===== src/rtl/wba_pkg.sv =====
package wba_pkg;
  typedef enum logic {
    SEL_FREE   = 1'b0,
    SEL_STICKY = 1'b1
  } sel_e;
endpackage


===== src/rtl/wba_pick.sv =====
module wba_pick #(
  parameter int N     = 8,
  localparam int IDX_W = $clog2(N)
) (
  input  logic [N-1:0]     free_vec,
  output logic             any_free,
  output logic [IDX_W-1:0] idx
);
  always_comb begin
    idx = '0;
    for (int i = N - 1; i >= 0; i--) begin
      if (free_vec[i]) idx = IDX_W'(i);
    end
  end

  assign any_free = |free_vec;

  // chosen index is free and nothing below it is free
  always_comb begin
    if (any_free) begin
      a_r2_lowest_free: assert (free_vec[idx] && ((free_vec & ((N'(1) << idx) - N'(1))) == '0));
    end
  end
endmodule


===== src/rtl/wba_slot.sv =====
module wba_slot #(
  parameter int SRC_W = 4,
  parameter int CNT_W = 4
) (
  input  logic             clk,
  input  logic             rst,
  input  logic             inc,
  input  logic             dec,
  input  logic [SRC_W-1:0] src_in,
  output logic             busy,
  output logic             full,
  output logic [SRC_W-1:0] owner
);
  logic [CNT_W-1:0] cnt, cnt_nx;
  logic             dec_ok;

  assign dec_ok = dec && (cnt != '0);
  assign busy   = (cnt != '0);
  assign full   = (cnt == '1);

  always_comb begin
    cnt_nx = cnt;
    if (inc && !dec_ok)      cnt_nx = cnt + CNT_W'(1);
    else if (!inc && dec_ok) cnt_nx = cnt - CNT_W'(1);
  end

  always_ff @(posedge clk) begin
    if (rst) begin
      cnt   <= '0;
      owner <= '0;
    end else begin
      cnt <= cnt_nx;
      if (inc && !busy)        owner <= src_in;
      else if (cnt_nx == '0)   owner <= '0;
    end
  end

  a_r6_no_overflow: assert property (@(posedge clk) disable iff (rst) inc |-> !full);
  a_r9_idle_done_keeps_idle: assert property (@(posedge clk) disable iff (rst)
    (dec && !inc && !busy) |=> !busy);
endmodule


===== src/rtl/wba_alloc.sv =====
module wba_alloc #(
  parameter int NBUF  = 8,
  parameter int SRC_W = 4,
  parameter int CNT_W = 4,
  localparam int IDX_W = $clog2(NBUF)
) (
  input  logic             clk,
  input  logic             rst,
  input  logic             req_valid,
  input  logic [SRC_W-1:0] req_src,
  output logic             req_ready,
  output logic             grant_valid,
  output logic [IDX_W-1:0] grant_buf,
  output logic             grant_shared,
  input  logic             done_valid,
  input  logic [IDX_W-1:0] done_buf,
  output logic [NBUF-1:0]  buf_busy
);
  import wba_pkg::*;

  logic [NBUF-1:0]  full_vec;
  logic [NBUF-1:0]  inc_vec;
  logic [NBUF-1:0]  dec_vec;
  logic [SRC_W-1:0] owner_arr [NBUF];
  logic             any_free;
  logic [IDX_W-1:0] free_idx;
  logic             last_vld;
  logic [IDX_W-1:0] last_buf;
  logic             accept;
  sel_e             sel;
  logic [IDX_W-1:0] tgt;

  wba_pick #(.N(NBUF)) u_pick (
    .free_vec (~buf_busy),
    .any_free (any_free),
    .idx      (free_idx)
  );

  always_comb begin
    sel = SEL_FREE;
    if (last_vld && buf_busy[last_buf] && (owner_arr[last_buf] == req_src))
      sel = SEL_STICKY;
  end

  assign tgt       = (sel == SEL_STICKY) ? last_buf : free_idx;
  assign req_ready = (sel == SEL_STICKY) ? !full_vec[last_buf] : any_free;
  assign accept    = req_valid && req_ready;

  for (genvar g = 0; g < NBUF; g++) begin : g_slot
    assign inc_vec[g] = accept && (tgt == IDX_W'(g));
    assign dec_vec[g] = done_valid && (done_buf == IDX_W'(g));
    wba_slot #(.SRC_W(SRC_W), .CNT_W(CNT_W)) u_slot (
      .clk    (clk),
      .rst    (rst),
      .inc    (inc_vec[g]),
      .dec    (dec_vec[g]),
      .src_in (req_src),
      .busy   (buf_busy[g]),
      .full   (full_vec[g]),
      .owner  (owner_arr[g])
    );
  end

  always_ff @(posedge clk) begin
    if (rst) begin
      last_vld     <= 1'b0;
      last_buf     <= '0;
      grant_valid  <= 1'b0;
      grant_buf    <= '0;
      grant_shared <= 1'b0;
    end else begin
      grant_valid <= accept;
      if (accept) begin
        last_vld     <= 1'b1;
        last_buf     <= tgt;
        grant_buf    <= tgt;
        grant_shared <= (sel == SEL_STICKY);
      end
    end
  end

  // a refused request produces no grant
  a_r7_no_grant_on_stall: assert property (@(posedge clk) disable iff (rst)
    (req_valid && !req_ready) |=> !grant_valid);
  // a granted buffer is outstanding when the grant appears
  a_r8_grant_buf_busy: assert property (@(posedge clk) disable iff (rst)
    grant_valid |-> buf_busy[grant_buf]);
  // shared grants land on a buffer that was already busy
  a_r3_shared_was_busy: assert property (@(posedge clk) disable iff (rst)
    (grant_valid && grant_shared) |-> ((($past(buf_busy) >> grant_buf) & NBUF'(1)) != '0));
  // fresh grants land on a buffer that was idle
  a_r2_fresh_was_idle: assert property (@(posedge clk) disable iff (rst)
    (grant_valid && !grant_shared) |-> ((($past(buf_busy) >> grant_buf) & NBUF'(1)) == '0));
  // no request accepted, no grant
  a_r5_grant_needs_accept: assert property (@(posedge clk) disable iff (rst)
    !(req_valid && req_ready) |=> !grant_valid);
endmodule


===== config.mk =====
export PLATFORM = sky130hd
export DESIGN_NAME = wba_alloc
export DESIGN_NICKNAME = d
export VERILOG_FILES = /design/src/rtl/wba_pkg.sv /design/src/rtl/wba_pick.sv /design/src/rtl/wba_slot.sv /design/src/rtl/wba_alloc.sv
export SDC_FILE = /design/constraint.sdc
export NUM_CORES = 1
export LEC_CHECK = 0
export BUFFER_PORTS_ARGS = -buffer_cell sky130_fd_sc_hd__buf_2
export CORE_ASPECT_RATIO = 1.75
export CORE_MARGIN = 3
export CORE_UTILIZATION = 32
export DETAILED_ROUTE_END_ITERATION = 8
export GPL_TIMING_DRIVEN = 0
export HOLD_SLACK_MARGIN = 0.03
export SLEW_MARGIN = 5
export SYNTH_ARGS = -nofsm -noshare
export SYNTH_HDL_FRONTEND = slang
export SYNTH_SLANG_ARGS = --single-unit

===== constraint.sdc =====
create_clock -name clk -period 3.53 [get_ports clk]
set_input_delay 0.1765 -clock clk [delete_from_list [all_inputs] [get_ports clk]]
set_output_delay 0.1765 -clock clk [all_outputs]
set_load 0.01 [all_outputs]

==> results of run 1 <==
## area by class of cell
class / count / share of cell area, %
buffer: 37 / 3.56
clock buffer: 9 / 3.41
clock inverter: 7 / 1.23
inverter: 44 / 2.50
multi-input combinational: 509 / 59.3
sequential: 70 / 21.3
tap: 224 / 4.24
timing repair buffer: 46 / 4.54
## final timing paths
check,from,endpoint,slack (ns),cells after the start
max,last_buf[0],g_slot[6].u_slot.owner[0],0.11,9
min,req_src[3],g_slot[0].u_slot.owner[3],0.15,2
max reg2reg,last_buf[0],g_slot[6].u_slot.owner[0],0.11,9
min reg2reg,g_slot[0].u_slot.owner[0],g_slot[0].u_slot.owner[0],0.49,1
## cells by family after synthesis
family / count (synthesis) / synth area share, %
flops: 70 / 25.8
xor+xnor: 23 / 3.99
compound gates: 177 / 24.5
mux: 26 / 6.87
fa+ha+maj: 22 / 4.80
buf+inv: 82 / 7.06
simple gates: 261 / 26.9
## registers in the layout, indices dropped and copies added, names as in the netlist
name,flops
last_vld,1
grant_shared,1
grant_valid,1
g_slot.u_slot.cnt,32
g_slot.u_slot.owner,32
last_buf,3
## synth_stat cells, types with 17 or more instances
master                    number
sky130_fd_sc_hd__a21oi_1      17
sky130_fd_sc_hd__a22oi_1      21
sky130_fd_sc_hd__dfxtp_1      70
sky130_fd_sc_hd__inv_1        42
sky130_fd_sc_hd__mux2i_1      17
sky130_fd_sc_hd__nand2_1      48
sky130_fd_sc_hd__nand3_1      18
sky130_fd_sc_hd__nor2_1       44
sky130_fd_sc_hd__nor3_1       32
sky130_fd_sc_hd__nor3b_1      24
sky130_fd_sc_hd__o21ai_0      37
sky130_fd_sc_hd__xnor2_1      17
## through the flow
stage | cells | setup slack (ns) | total power [uW] | hold slack, ns | util, %
floorplan | 661 | 0.525 | 2050 | 0.309 | -
global route | 946 | -0.0179 | 4120 | 0.171 | 40.0
finish | 946 | 0.112 | 3930 | 0.154 | 40.0
global placement | 908 | -0.699 | 2520 | 0.452 | 35.2
CTS | 935 | 0.00312 | 3710 | 0.152 | 38.5
detailed placement | 908 | -0.704 | 2520 | 0.459 | 35.3
## critical path: stages (launching register included)
cell,delay [ns]
sky130_fd_sc_hd__dfxtp_2,0.47
sky130_fd_sc_hd__mux4_1,0.68
sky130_fd_sc_hd__mux2i_4,0.29
sky130_fd_sc_hd__xor2_4,0.32
sky130_fd_sc_hd__o21ai_4,0.17
sky130_fd_sc_hd__nor2_2,0.31
sky130_fd_sc_hd__a21oi_2,0.14
sky130_fd_sc_hd__or4_1,0.49
sky130_fd_sc_hd__a31oi_4,0.28
sky130_fd_sc_hd__o211ai_1,0.13
## layer usage
metal	vias up	GRT usage, %
met5	-	0
li1	2582	-
met1	2693	21.4
met2	186	38.7
met3	81	2.46
met4	0	14.9
## power by group
part | internal (uW) | switching (uW) | leakage [uW]
registers | 876 | 121 | 0.000568
clock network | 558 | 427 | 0.000141
logic | 816 | 1130 | 0.00160
## repair_timing
action | 4_1_cts | 5_1_grt
setup endpoints to repair | 44 | 46
buffers inserted | 11 | 12
hold buffers | 0 | 0
hold endpoints to repair | 0 | 0
resized for setup | 23 | 33
pin swaps | 5 | 14
==> results.txt, run 1 <==
The run finished with clean final reports. The average instance area after synthesis works out to 8.21 sq um. The count of antenna-violating nets left after detailed routing was 0; the area taken by flip-flops and latches was 1410 sq um. In the layout the commonest cells are sky130_fd_sc_hd__dfxtp_1, sky130_fd_sc_hd__nand2_1, sky130_fd_sc_hd__nor2_1. The class of the tightest hold or removal check was in2reg.

Setup repair after global routing could not meet its margin everywhere. The average via count per standard cell was 5.86; the count of fill cells added during filler insertion was 1,673. The width of the die is 104 microns. The post-synthesis register bit count works out to 70. The number of sinks driven by the clock tree was 70; the power per cell area was 595 nW/um^2. The run gives 661 as the synthesized netlist cell count. Entering global routing, the biggest net connects 15 pins. The number of DRC violations after detailed-routing iteration 0 is 302. Setup violations remaining at the end of the flow were counted as 0.

Summing the sequential cell areas from Yosys gives 25.8% of the chip area. Summing all placed instances gives a cell area of 5830 sq um. Relative to the synthesized area, the layout overhead comes to 21.8%.

After detailed routing, the met2 layer carries 10,300 microns of wire. The fraction of post-synthesis cell area in the top cell type by area works out to 25.8%. The uppermost signal routing layer after detailed routing is met4. During synthesis, Yosys emitted a total of 0 warnings. The tools report the layout net count as 744. The logs give 0.35 ns for the clock network latency to the later pin of the worst-skew pair and 9 for the number of buffers added by the clock tree synthesis step. The commonest non-fill, non-tap cell in the layout is sky130_fd_sc_hd__dfxtp_1. The clock tree synthesis step divided the H-tree into 3 levels.

The pin slew with the least headroom to its limit was 1.18 ns. The worst-path maximum fanout works out to 7. For this run, the leading register cell type out of synthesis is sky130_fd_sc_hd__dfxtp_1. The aggregate global routing overflow was 0. The floorplan step defined a die boundary enclosing 18,600 sq um. After layout, the minimum clock period comes to 3.42 ns. The post-route netlist has 21.3% of its cells at a drive strength greater than 1.

The number of nets handed over by synthesis was 688. Counting flops with an async set or reset pin after synthesis yields a share of 0%. For the worst setup path, the data arrival time is 3.64 ns.

The overall track demand over capacity in global routing was 20.8%. TritonCTS built the clock tree. For the number of inserted diodes, the log shows 0. STA classifies the critical path endpoint as a flip-flop. The worst path uses 96.8% of the clock period.

The tools report the data required time at the worst endpoint as 3.75 ns. Across the run, the number of max-cap violations was 0. The tools report the master cell of the clock root buffer as sky130_fd_sc_hd__clkbuf_16. Measured against its own limit, the worst slew margin works out to 20.6%. The cell accounting for the most synthesized area was sky130_fd_sc_hd__dfxtp_1. The number of global-route vias before repair was 5,501.

VDD sags by at most 0.000298 V. The number of port buffers was 23; the post-synthesis instance area was 5430 sq um. The final routed wirelength across all metal layers was 19,500 microns. The first TritonRoute pass finished after 5 iterations. For the number of unique standard cell types used by synthesis, the log shows 82.

The final weighted congestion in routability-driven placement was 1.01. The run gives 0 as the number of max-slew violations in the final report. The run gives 3920 sq um as the total area of multi-input combinational cells. The leakage component of the power came out at 0.00231 uW. Ranked by total cell area, the synthesized netlist is headed by sky130_fd_sc_hd__dfxtp_1, sky130_fd_sc_hd__ha_1, sky130_fd_sc_hd__o21ai_0.

Timing would allow up to 0.293 GHz. The met1 wire length was 7210 microns. Summing all non-filler instances in the final layout gives an area of 6610 sq um. The logs give 685 microns for the total length of routed met3 wires and 2 for the maximum clock insertion buffer count. For the number of antenna violations at the first check in global routing, the log shows 0. The clock skew came out at 0.0111 ns. After routing, the total negative slack on setup checks comes to 0 ns. The first global-routing pass estimated 30,200 microns of wire. The die is 178 microns tall. Critical setup path kind: reg2reg. The tools report the initial cell density of the core as 32.8%.

The tools report the type of element launching the critical path as a flip-flop. In the final routed layout, each cell accounts on average for 20.6 microns. The placeable core region is 16,500 sq um, and the total number of vias is 5,542.

For this design the top-level I/O count stands at 25. The HPWL after detailed placement was 14,600 microns; the count of standard-cell rows was 62. In this run, synthesis inferred 0 flip-flops with an integrated enable. The hold violation total from the final report was 0; the CTS clock-pin slew for the worst setup and hold paths was 0.07 ns. In the routed design, unresolved DRC markers number 0.
No activity file was read; power rests on OpenSTA's default activity.
==> run 2, diff against run 1 <==
--- a/config.mk
+++ b/config.mk
@@ -15,4 +15,5 @@
 export SLEW_MARGIN = 5
 export SYNTH_ARGS = -nofsm -noshare
 export SYNTH_HDL_FRONTEND = slang
+export SYNTH_HIERARCHICAL = 1
 export SYNTH_SLANG_ARGS = --single-unit
==> run 2 against run 1 <==
- largest power group unchanged
- synthesized area is 8.9% higher
- the flow now finishes with violations (negative setup slack)
- die area up 8.5%
- worst setup slack worse by 0.16 ns
- sequential share of layout area decreased by 2.3 points
- critical path type unchanged
- flip-flop and latch count unchanged
==> results.txt, run 2 <==
The total power is 3200 uW (-19%), and the synthesized-area fraction occupied by adder cells is 5.08% (+0.28 points). The y dimension of the die is 186 microns (+4.2%), and the pin slew with the least headroom to its limit is 0.757 ns (-0.423 ns). The minimum clock period was 3.58 ns (+0.162 ns). Switching power: 1160 uW (-31%). The number of enable-type register cells in the synthesized netlist was 0 (unchanged).

The number of warnings printed during yosys synthesis came out at 6 (+6). The leakage component of the power is 0.00300 uW (+30%), and the clock network latency to the later pin of the worst-skew pair is 0.35 ns (about the same). The hold path depth works out to 3 (+1).

Number of buffer and inverter instances along the worst setup path: 0 (unchanged). The post-synthesis register bit count came out at 70 (unchanged). The class of the tightest hold or removal check was in2reg.

The tools report the type of element launching the critical path as a flip-flop. The overall track demand over capacity in global routing was 16.3% (-4.5 points). The tools report the number of unique standard cell types used by synthesis as 62 (-24%). The checks that failed: negative setup slack. The run gives 70 (unchanged) as the number of sinks driven by the clock tree. The clock network power share was 31.0% (+5.9 points). TritonCTS built the clock tree. The biggest area contributor in the post-synthesis netlist is sky130_fd_sc_hd__dfxtp_1. Simple logic cell fraction of the synthesized area: 35.4% (+8.5 points).

Post-route fraction of the period consumed by the critical path: 101% (+4.6 points). The critical setup path kind was reg2reg. The worst-path maximum fanout works out to 4 (-3). The proportion of total power due to net switching was 36.3% (-6.5 points); the count of antenna-violating nets left after detailed routing was 0 (unchanged). The commonest cells after synthesis are sky130_fd_sc_hd__dfxtp_1, sky130_fd_sc_hd__inv_1, sky130_fd_sc_hd__nor2_1. The critical path goes through ha_2, and3_1, mux4_2, or3b_4, nor3b_2, mux2_2, nand2_4, or3_4, and3b_4, nor4_4, o41ai_2. Number of buffers added by the clock tree synthesis step: 9 (unchanged).

For the number of max-slew violations in the final report, the log shows 0 (unchanged). In the layout the commonest cells are sky130_fd_sc_hd__nor2_1, sky130_fd_sc_hd__dfxtp_1, sky130_fd_sc_hd__nand3b_1. The aggregate global routing overflow was 0 (unchanged). For the setup TNS after final layout, the log shows -0.350 ns (-0.350 ns). The xor and xnor area share after synthesis came out at 2.92% (-1.1 points). The initial cell density of the core was 32.7% (-0.096 points); the critical path's largest stage delay was 0.52 ns (-0.16 ns). In this run the most critical hold path is launched from req_valid.

The reg-to-reg endpoint is g_slot[2].u_slot/owner[0]. The global-route wire length before repair was 25,800 microns (-15%). For the count of boundary I/O pins, the log shows 25 (unchanged). The synthesized netlist cell count is 671 (+1.5%). From synthesis to final layout, the design area changed by 29.1%. The final weighted congestion in routability-driven placement is 0.854 (-15%), and the sequential-to-total area share from yosys stat is 23.7% (-2.1 points). The arrival time of data at the critical path endpoint came out at 3.80 ns (+0.16 ns).

The primary flip-flop cell chosen by synthesis mapping is sky130_fd_sc_hd__dfxtp_1. The depth of the worst register-to-register path is 11 (+2). The fraction of registers with async set or reset after synthesis is 0% (unchanged), and the number of DRC violations after detailed-routing iteration 0 is 199 (-34%). The maximum vdd ir drop is 0.000213 V (-29%), and the reg-to-reg setup timing slack is -0.05 ns (-0.16 ns). The startpoint of the worst register-to-register path was g_slot[3].u_slot/cnt[0]. The relative max-transition margin is 49.2% (+29 points). The number of port buffers was 24 (+4.3%).

The maximum clock insertion buffer count came out at 2 (unchanged). The number of hold-repair buffers added at the cts stage is 0 (unchanged), and the count of standard-cell rows is 65 (+4.8%). The tools report the placeable core region as 18,100 sq um (+9.3%).

The power per cell area works out to 419 nW/um^2 (-29%). The tools report the maximum number of pins on one net before global-route repair as 30 (+15). The fraction of post-synthesis cell area in the top cell type by area works out to 23.7% (-2.1 points). Grouping stages by cell kind, the critical path spends the most delay in simple AND/OR/NAND/NOR gates. The synthesized-area fraction occupied by ao, oa, aoi and oai cells is 17.2% (-7.3 points). The data required time at the worst endpoint was 3.75 ns (about the same); the total number of vias was 5,350 (-3.5%).

Number of H-tree levels: 3 (unchanged). By instance count, the leading cell after synthesis is sky130_fd_sc_hd__dfxtp_1. The DRC violation count after routing was 0 (unchanged); the number of violations of the max-capacitance limit was 0 (unchanged). The cell internal power dissipation is 2040 uW (-9.3%).

The post-layout instance count excluding filler cells was 993 (+5.0%); the width of the die was 109 microns (+4.1%). The run gives 27.9% (+2.5 points) as the sequential group share of total power. The library cell used most frequently in the layout, excluding fill and tap cells, is sky130_fd_sc_hd__nor2_1.

The highest attainable clock frequency came out at 0.279 GHz (-4.5%). The tools report the layout net count as 790 (+6.2%). Among all stages on the critical path, the largest delay is contributed by sky130_fd_sc_hd__mux4_2. The run gives 0 (unchanged) as the number of antenna violations at the first check in global routing. The tools report the final setup slack of the worst path as -0.0503 ns (-0.162 ns). The run gives 5910 sq um (+8.9%) as the post-synthesis instance area. The final routed wirelength across all metal layers came out at 17,200 microns (-12%). By area, the combinational part of the netlist is dominated by simple AND/OR/NAND/NOR gates. The largest registers in the layout are g_slot.u_slot/cnt: 32 flops, g_slot.u_slot/owner: 32 flops, grant_buf: 3 flops. For the fraction of power consumed by combinational cells, the log shows 41.1% (-8.5 points).

The detailed-router iteration count before antenna repair came out at 7 (+2). The run gives 16 (+16) as the total setup violations reported at the end of the flow. The average instance area after synthesis was 8.81 sq um (+7.3%). The flow ran to the end, but the final reports show violations. The hold violation total from the final report is 0 (unchanged).

The net count after synthesis was 706 (+2.6%); the die footprint was 20,200 sq um (+8.5%). The share of final-layout standard cells stronger than drive strength 1 works out to 38.5% (+17 points). The capturing element type of the critical path is a flip-flop. The cell sitting at the root of the clock tree is a sky130_fd_sc_hd__clkbuf_16. Average via count per standard cell: 5.39 (-8.0%). The logs give 929 (+2.3%) for the cell count after placement and 4,995 (-9.2%) for the number of global-route vias before repair. The routed length per instance came out at 17.4 microns (-16%). The tools report the number of inserted diodes as 0 (unchanged). The clock skew came out at 0.00756 ns (-0.00352 ns). Setup repair after global routing could not meet its margin everywhere. The worst hold endpoint is grant_valid. CTS clock-pin slew for the worst setup and hold paths: 0.06 ns (about the same). The multiplexer share of the synthesized area is 8.09% (+1.2 points). The HPWL after detailed placement was 12,000 microns (-18%). By area the synthesized netlist is led by sky130_fd_sc_hd__dfxtp_1, sky130_fd_sc_hd__nand3b_1, sky130_fd_sc_hd__o41ai_1.
run 2: what timing repair did:
| item | CTS | global route |
|---|---|---|
| gates cloned | 0 | 4 |
| hold endpoints to repair | 0 | 0 |
| gates resized for setup | 73 | 90 |
| setup endpoints to repair | 44 | 32 |
| buffers inserted | 11 | 40 |
| pin swaps | 12 | 27 |
run 2: metrics by stage:
| step | util [%] | hold slack [ns] | setup WS [ns] | cell area [sq um] |
|---|---|---|---|---|
| final | 42.3 | 0.223 | -0.0503 | 7630 |
| after global routing | 42.3 | 0.242 | -0.144 | 7630 |
| after CTS | 38.6 | 0.200 | -0.0257 | 6970 |
| after detailed placement | 35.0 | 0.457 | -0.599 | 6320 |
| after global placement | 35.0 | 0.452 | -0.666 | 6320 |
| after floorplan | - | 0.249 | 0.00474 | 5910 |
run 2: power groups by stage:
stage	Sequential [uW]	Combinational [uW]	Clock (uW)
after floorplan	894	755	0
after global placement	904	983	0
after detailed placement	905	989	0
after CTS	892	1110	1020
after global routing	898	1430	1050
final	892	1320	991
run 2: cell type report:
cell class / instances / area (sq um)
Clock inverter: 5 / 83.8
Fill cell: 1806 / 10400
Clock buffer: 10 / 229
Tap cell: 234 / 293
Multi-Input combinational cell: 511 / 4600
Buffer: 18 / 135
Inverter: 68 / 284
Timing Repair Buffer: 77 / 556
Sequential cell: 70 / 1450
run 2: logic make-up (layout without fill, tap and decap cells):
kind of cell | count (synthesis) | after routing
muxes | 39 | 41
adders and majority gates | 24 | 24
buffers and inverters | 92 | 178
DFF | 70 | 70
and+or+nand+nor | 310 | 310
AOI/OAI and AO/OA | 118 | 118
xor gates and xnor gates | 18 | 18
run 2: layer usage:
metal / global-route usage, % / routed length [microns] / up-vias
met2: 30.1 / 9560 / 84
met3: 2.36 / 534 / 24
li1: - / - / 2637
met1: 17.9 / 6660 / 2605
met5: 0 / 0 / -
met4: 8.04 / 478 / 0
run 2: worst min-delay path, cell delays in order:
cell,delay (ns)
sky130_fd_sc_hd__buf_2,0.17
sky130_fd_sc_hd__nand3_1,0.10
sky130_fd_sc_hd__o21ai_0,0.07
run 2: how the worst max path moves through the flow:
stage | start | endpoint | slack (ns) | cells after the start
after detailed placement | g_slot[7].u_slot/cnt[0] | g_slot[3].u_slot/owner[1] | -0.60 | 17
after global routing | g_slot[4].u_slot/cnt[1] | g_slot[1].u_slot/owner[0] | -0.14 | 17
final | g_slot[3].u_slot/cnt[0] | g_slot[2].u_slot/owner[0] | -0.05 | 11
after CTS | grant_buf[1] | g_slot[2].u_slot/owner[3] | -0.03 | 14
after global placement | g_slot[7].u_slot/cnt[0] | g_slot[3].u_slot/owner[1] | -0.67 | 17
after floorplan | g_slot[7].u_slot/cnt[0] | g_slot[3].u_slot/owner[0] | 0.005 | 17
